File: src/rtl/modcnt_pkg.sv
package modcnt_pkg;

    localparam int NIB_W = 4;

    typedef enum logic [1:0] {
        MODE_FULL   = 2'b00,
        MODE_PRESET = 2'b01,
        MODE_CLEAR  = 2'b10,
        MODE_DIV12  = 2'b11
    } mode_e;

    typedef struct packed {
        logic clr;
        logic ld;
        logic enp;
        logic ent;
    } stage_ctl_t;

    // Next load value for the 12-state low stage sequence 2..7, 10..15.
    function automatic logic [NIB_W-1:0] div12_jump(input logic [NIB_W-1:0] q);
        return {~q[NIB_W-1], 3'b010};
    endfunction

endpackage

File: src/rtl/modcnt_stage.sv
module modcnt_stage
    import modcnt_pkg::*;
#(
    parameter int W = NIB_W
) (
    input  logic         clk,
    input  stage_ctl_t   ctl,
    input  logic [W-1:0] d,
    output logic [W-1:0] q,
    output logic         rco
);

    logic [W-1:0] q_r;

    always_ff @(posedge clk) begin
        if (ctl.clr)
            q_r <= '0;
        else if (ctl.ld)
            q_r <= d;
        else if (ctl.enp && ctl.ent)
            q_r <= q_r + 1'b1;
    end

    assign q   = q_r;
    assign rco = ctl.ent && (q_r == {W{1'b1}});

    p_clear_r1: assert property (@(posedge clk) ctl.clr |=> (q == '0))
        else $error("stage clear did not zero the stage");

    p_load_r5: assert property (@(posedge clk) disable iff (ctl.clr)
        ctl.ld |=> (q == $past(d)))
        else $error("stage load did not capture data");

    p_hold_r3: assert property (@(posedge clk) disable iff (ctl.clr)
        (!ctl.ld && !(ctl.enp && ctl.ent)) |=> $stable(q))
        else $error("stage moved without enables");

endmodule

File: src/rtl/modcnt_ctrl.sv
module modcnt_ctrl
    import modcnt_pkg::*;
#(
    parameter int N_STG  = 2,
    parameter int PRESET = 63,
    parameter int CLR_AT = 192
) (
    input  logic                   clk,
    input  logic                   rst,
    input  logic                   clr_n,
    input  mode_e                  mode,
    input  logic                   cnt_en,
    input  logic [N_STG*NIB_W-1:0] count,
    input  logic [N_STG-1:0]       rco,
    output stage_ctl_t             ctl [N_STG],
    output logic [N_STG*NIB_W-1:0] ld_data,
    output logic                   tc
);

    localparam int                   CW      = N_STG * NIB_W;
    localparam logic [CW-1:0]        ALL_ONE = {CW{1'b1}};
    localparam logic [CW-1:0]        PRE_V   = CW'(PRESET);
    localparam logic [CW-1:0]        CLR_V   = CW'(CLR_AT);
    localparam logic [CW-1:0]        DIV_TOP = CW'({NIB_W{1'b1}});

    logic          hard_clr;
    logic          preset_ld;
    logic          wrap_clr;
    logic          div_mode;
    logic          div_ld;
    logic [CW-1:0] last_v;

    assign hard_clr  = rst || !clr_n;
    assign div_mode  = (mode == MODE_DIV12);
    assign preset_ld = (mode == MODE_PRESET) && cnt_en && (count == ALL_ONE);
    assign wrap_clr  = (mode == MODE_CLEAR)  && cnt_en && (count == CLR_V);
    assign div_ld    = div_mode && cnt_en && (count[NIB_W-2:0] == {(NIB_W-1){1'b1}});

    always_comb begin
        unique case (mode)
            MODE_CLEAR: last_v = CLR_V;
            MODE_DIV12: last_v = DIV_TOP;
            default:    last_v = ALL_ONE;
        endcase
    end

    assign tc = cnt_en && (count == last_v);

    always_comb begin
        ld_data = PRE_V;
        if (div_mode)
            ld_data = {{(CW-NIB_W){1'b0}}, div12_jump(count[NIB_W-1:0])};
    end

    genvar gi;
    generate
        for (gi = 0; gi < N_STG; gi++) begin : g_ctl
            if (gi == 0) begin : g_low
                assign ctl[gi].clr = hard_clr || wrap_clr;
                assign ctl[gi].ld  = preset_ld || div_ld;
                assign ctl[gi].enp = 1'b1;
                assign ctl[gi].ent = cnt_en;
            end else begin : g_high
                assign ctl[gi].clr = hard_clr || wrap_clr || div_mode;
                assign ctl[gi].ld  = preset_ld;
                assign ctl[gi].enp = cnt_en;
                assign ctl[gi].ent = rco[gi-1];
            end
        end
    endgenerate

    p_clear_wins_r9: assert property (@(posedge clk) disable iff (rst)
        (!clr_n && preset_ld) |=> (count == '0))
        else $error("load won over clear");

    p_tc_last_r8: assert property (@(posedge clk) disable iff (hard_clr)
        (tc && mode == MODE_CLEAR) |=> (count == '0))
        else $error("clear mode did not wrap after terminal count");

endmodule

File: src/rtl/cascade_modcnt.sv
module cascade_modcnt
    import modcnt_pkg::*;
#(
    parameter int N_STAGES = 2,
    parameter int PRESET   = 63,
    parameter int CLR_AT   = 192
) (
    input  logic                      clk,
    input  logic                      rst,
    input  logic                      clr_n,
    input  logic [1:0]                mode,
    input  logic                      cnt_en,
    output logic [N_STAGES*NIB_W-1:0] count,
    output logic                      tc
);

    localparam int CW = N_STAGES * NIB_W;

    mode_e         mode_q;
    stage_ctl_t    ctl [N_STAGES];
    logic [CW-1:0] ld_data;
    logic [CW-1:0] q_all;
    logic [N_STAGES-1:0] rco;

    assign mode_q = mode_e'(mode);

    modcnt_ctrl #(
        .N_STG (N_STAGES),
        .PRESET(PRESET),
        .CLR_AT(CLR_AT)
    ) u_ctrl (
        .clk    (clk),
        .rst    (rst),
        .clr_n  (clr_n),
        .mode   (mode_q),
        .cnt_en (cnt_en),
        .count  (q_all),
        .rco    (rco),
        .ctl    (ctl),
        .ld_data(ld_data),
        .tc     (tc)
    );

    genvar gi;
    generate
        for (gi = 0; gi < N_STAGES; gi++) begin : g_stage
            modcnt_stage #(.W(NIB_W)) u_stage (
                .clk(clk),
                .ctl(ctl[gi]),
                .d  (ld_data[gi*NIB_W +: NIB_W]),
                .q  (q_all[gi*NIB_W +: NIB_W]),
                .rco(rco[gi])
            );
        end
    endgenerate

    assign count = q_all;

    p_reset_r1: assert property (@(posedge clk) (rst || !clr_n) |=> (count == '0))
        else $error("reset or clear did not zero the count");

    p_preset_r5: assert property (@(posedge clk) disable iff (rst || !clr_n)
        (tc && mode_q == MODE_PRESET) |=> (count == CW'(PRESET)))
        else $error("preset not loaded after terminal count");

    p_hold_r3: assert property (@(posedge clk) disable iff (rst || !clr_n)
        (!cnt_en && mode_q != MODE_DIV12) |=> $stable(count))
        else $error("count moved while disabled");

    p_div_high_zero_r7: assert property (@(posedge clk) disable iff (rst)
        (mode_q == MODE_DIV12) |=> (count[CW-1:NIB_W] == '0))
        else $error("upper stages active in divide-by-12 mode");

endmodule

File: config.mk
export PLATFORM = sky130hd
export DESIGN_NAME = cascade_modcnt
export DESIGN_NICKNAME = d
export VERILOG_FILES = /design/src/rtl/modcnt_pkg.sv /design/src/rtl/modcnt_stage.sv /design/src/rtl/modcnt_ctrl.sv /design/src/rtl/cascade_modcnt.sv
export SDC_FILE = /design/constraint.sdc
export NUM_CORES = 1
export LEC_CHECK = 0
export BUFFER_PORTS_ARGS = -buffer_cell sky130_fd_sc_hd__buf_2
export CORE_ASPECT_RATIO = 0.8
export CORE_UTILIZATION = 33
export CTS_CLUSTER_DIAMETER = 50
export DETAILED_ROUTE_END_ITERATION = 16
export MAX_ROUTING_LAYER = met4
export SLEW_MARGIN = 40
export SYNTH_ARGS = -nofsm -noshare
export SYNTH_HDL_FRONTEND = slang
export SYNTH_SLANG_ARGS = --single-unit
File: constraint.sdc
create_clock -name clk -period 1.83 [get_ports clk]
set_input_delay 0.366 -clock clk [delete_from_list [all_inputs] [get_ports clk]]
set_output_delay 0.366 -clock clk [all_outputs]
set_load 0.02 [all_outputs]
After elaboration in Yosys (flattened, before gate mapping)
Cells that the tools add are included.
{"block": "word_totals", "register_bits": 8, "input_bits": 6, "output_inout_bits": 9, "wordCells": 35}
{"block": "op_classes", "addsub": 2, "eq_ne": 8, "mux": 6, "bitwise_logic": 1, "reduce_logical": 16}
{"operator": "equality test 8 bit (second input constant)", "count": 2}
{"operator": "2-to-1 mux 4 bit", "count": 4}
{"operator": "one-hot mux 8 bit (2 select lines)", "count": 1}
{"operator": "logical AND 1 bit", "count": 9}
{"operator": "adder 4 x 1 -> 4 bit (second input constant)", "count": 2}
{"operator": "equality test 8 bit", "count": 1}
{"operator": "2-to-1 mux 6 bit", "count": 1}
{"operator": "equality test 2 bit (second input constant)", "count": 2}
{"operator": "equality test 4 bit (second input constant)", "count": 1}
{"operator": "logical OR 1 bit", "count": 4}
{"operator": "nonzero test 2 bit", "count": 2}
{"operator": "equality test 3 bit (second input constant)", "count": 1}
{"operator": "equality test 2 x 1 -> 1 bit (second input constant)", "count": 1}
{"operator": "zero test 1 bit", "count": 1}
{"operator": "NOT 1 bit", "count": 1}

Depth between registers and ports, before layout
{"block": "depth", "ltp_word": 5, "ltp_mapped": 6}

Hierarchy
From an unflattened synthesis, not the netlist that was laid out.
{"block": "unflattened", "cells_unflattened": 85, "hier_area_um2": 659.4}
{"module": "modcnt_stage", "n_inst": 2, "cells_per_inst": 24, "area_each_um2": 207.7, "seq_area_each_um2": 80.1}
{"module": "modcnt_ctrl", "n_inst": 1, "cells_per_inst": 37, "area_each_um2": 244.0, "seq_area_each_um2": 0.0}

Worst setup path before layout
OpenSTA, ideal clock, no wires.
{"block": "synth_timing", "kind": "flip-flop to output port", "start": "reg g_stage[0].u_stage.q_r[2]", "end": "out tc", "t_arrival_ns": 1.803, "t_required_ns": 1.464, "setup_slack_ns": -0.339, "path_stages_with_launch": 4, "path_cell_list": "dfxtp_1 or4b_4 o32a_1 nor3_1"}
{"block": "synth_via", "elab_chain_len": 2}
{"item": "from (decl)", "line_no": "modcnt_stage.sv:13", "text": "logic [W-1:0] q_r;"}
{"item": "from (signal assigned)", "line_no": "modcnt_stage.sv:21", "text": "q_r <= q_r + 1'b1;"}
{"item": "equality test 8 bit", "line_no": "modcnt_ctrl.sv:47", "text": "assign tc = cnt_en && (count == last_v);"}
{"item": "logical AND 1 bit", "line_no": "modcnt_ctrl.sv:47"}
{"item": "to (decl)", "line_no": "cascade_modcnt.sv:14", "text": "output logic tc"}
No other way between the ends.

Worst setup path in the final report
Ends and elaborated chain as after synthesis.

==> results.toml <==
[global_route]
overflow = 0
grt_util_all_layers = 0.1755
grt_pass1_wl_um = 2346
grt_max_degree = 11
antenna_found_initial = 0
grt_pass1_vias = 546

[cells_and_area]
area_delta_synth_final_pct = 34.44
fin_util = 0.5126
drive_above_1_share = 0.4157
antenna_cells = 0
nets = 102
largest_reg_flops = 8
nFillCells = 136
final_cell_area_um2 = 762.0
instances_no_fill = 110

[yosys]
synth_top_cell_by_area = "dfxtp_1"
synthFlopType = "dfxtp_1"
synthArstFlopShare = 0
yosys_warnings = 0
synth_fa_ha_area_frac = 0.1104
synth_edf_count = 0
netlist.area_leader.share = 0.2826
syn_nets = 75
synth.most_common_cell = "dfxtp_1"
yosysUniqueCellTypes = 30
synth_area_um2 = 566.8
synthSimpleGateAreaFrac = 0.2605
synthXorXnorAreaFrac = 0.01545
muxShareOfSynthArea = 0.01987
syn_avg_cell_area_um2 = 8.856
synth_sequential_area_ratio = 0.2826
synth_top_family_by_area = "simple AND/OR/NAND/NOR gates"
synthTopCellsByArea = "dfxtp_1 (28%), ha_1 (11%), nor3_1 (4.4%), a211oi_1 (4.0%), o31ai_4 (3.8%)"
yosys_register_bits = 8
synth_common_cells = "dfxtp_1 (8), ha_1 (5), nor3_1 (5)"
syn-instance-count = 64
synth_compound_area_frac = 0.2517

[clock_tree]
cts_tree = "yes"
htreeDepth = 1
insertion_delay_ps = 260
cts_num_sinks = 8
cts_buffers = 3
post_cts_buffers = 0
clk_pin_slew_ps = 60
clockBufferDepth = 2
cts-root-buf = "clkbuf_4"

[floorplanning]
rows = 12
die_h_um = 39.07
start_util = 0.3813
io_pins = 15
dieArea_um2 = 1888
fp.dieW_um = 48.34
coreArea_um2 = 1486

[outcome]
status = "complete, but fails checks"
violations = "setup timing"

[pwr]
power_frac_clock = 0.374
combPwrFrac = 0.157
switching_power_uw = 98.18
seq_power_share = 0.469
p_leak_nw = 0.3341
intPower_uw = 279.5
power_density_nw_per_um2 = 495.6
power.total_uw = 377.6
switching_share = 0.2600
ir_drop_mv = 0.2877

[place]
place_area_um2 = 733.2
place_ws_ps = -109.3
gp_congestion = 0.7684
hpwl_um = 1110
dp.cells = 107
port_buffers = 14

[routing]
wire_per_inst_um = 12.60
vias_per_cell = 5.173
vias = 569
route.detailed.drc = 0
first_pass_iters = 4
wl_um = 1386
ant_nets = 0
drt_iter0_drc = 18

[worst_setup_path]
path_cells = "or4b_4 > o32a_1 > nor3_4 > buf_6"
crit_family = "simple AND/OR/NAND/NOR gates"
critical-path-max-stage-delay_ps = 530
crit_slowest_cell = "or4b_4"
end_kind = "primary output"
worstPathMaxFanout = 2
arrival_ps = 1700
worstSetupPathType = "register to primary output"
path_buf_inv = 1
crit_path_start_kind = "register"
cp.required_ps = 1460

[timing]
fmax_mhz = 484.0
clock_skew_ps = 1.373
setup_tns_ps = -236.2
maxSlewHeadroom = 0.7140
rsz0062_at_grt = "yes"
hold_slack_ps = 460.9
post-route-period-util = 1.129
period_needed_ps = 2066
setup_viol = 1
drv_slew = 0
max_slew.worst_pin.slew_ps = 425.7
worst_slack_ps = -236.2
finalHoldViolations = 0

[flow_run]
cap_violations = 0

[worst_hold_path]
holdCritPathClass = "input pin to register"
-- cells in the final DEF, fill, tap and decap left out, types with 2 or more instances in the layout --
cell       n
nor2_1     4
inv_1      4
nand2_1    4
a211oi_1   3
nand3_1    3
a31oi_1    3
a21oi_1    3
dfxtp_2    2
buf_4     10
clkbuf_4   3
buf_2     13
dfxtp_1    6
nor3_1     4
ha_1       5
nor2b_1    3
-- power by group through the flow --
stage | clock [mW] | sequential [mW] | combinational (mW)
after floorplan | 0 | 0.185 | 0.0325
final | 0.141 | 0.177 | 0.0593
after detailed placement | 0 | 0.181 | 0.0589
after CTS | 0.147 | 0.177 | 0.0593
after global routing | 0.155 | 0.177 | 0.0654
after global placement | 0 | 0.181 | 0.0582
-- cell type report --
cell class                      count  area, um^2  area share
Tap cell                           21       26.28     0.03448
Clock buffer                        3       22.52     0.02956
Timing Repair Buffer               24       151.4      0.1987
Multi-Input combinational cell     50       384.1      0.5041
Inverter                            4       15.01     0.01970
Sequential cell                     8       162.7      0.2135
-- metal layers --
metal	global-route usage	wire (um)	vias to the layer above
met5	-	0	-
met4	0.08824	12	0
met3	0.03922	50	2
met2	0.2817	612	9
met1	0.2133	710	262
li1	-	-	296
-- worst register-to-register path: cells and delay by family (launching register included) --
family	cells	cell delay [ps]
AOI/OAI and AO/OA	3	520
and+or+nand+nor	1	530
DFF	1	310
buffers and inverters	1	160
-- cell families after synthesis --
| group | count (synthesis) |
|---|---|
| flops | 8 |
| buf+inv | 6 |
| xor+xnor | 1 |
| mux | 1 |
| simple gates | 25 |
| fa+ha+maj | 5 |
| compound gates | 18 |
-- final timing paths --
path                                           endpoint  slack [ps]  cells after the start                     from
worst max-delay path                                 tc        -240                      4  g_stage[0].u_stage.q[2]
worst min-delay path            g_stage[0].u_stage.q[1]         460                      3                   cnt_en
worst max register to register  g_stage[1].u_stage.q[3]         200                      5  g_stage[0].u_stage.q[2]
worst min register to register  g_stage[1].u_stage.q[3]         540                      1  g_stage[1].u_stage.q[3]
-- what timing repair did --
item | 4_1_cts | 5_1_grt
setup endpoints to repair | 1 | 1
hold buffers | 0 | 0
resized for setup | 2 | 0
(Power assumes the default switching activity.)
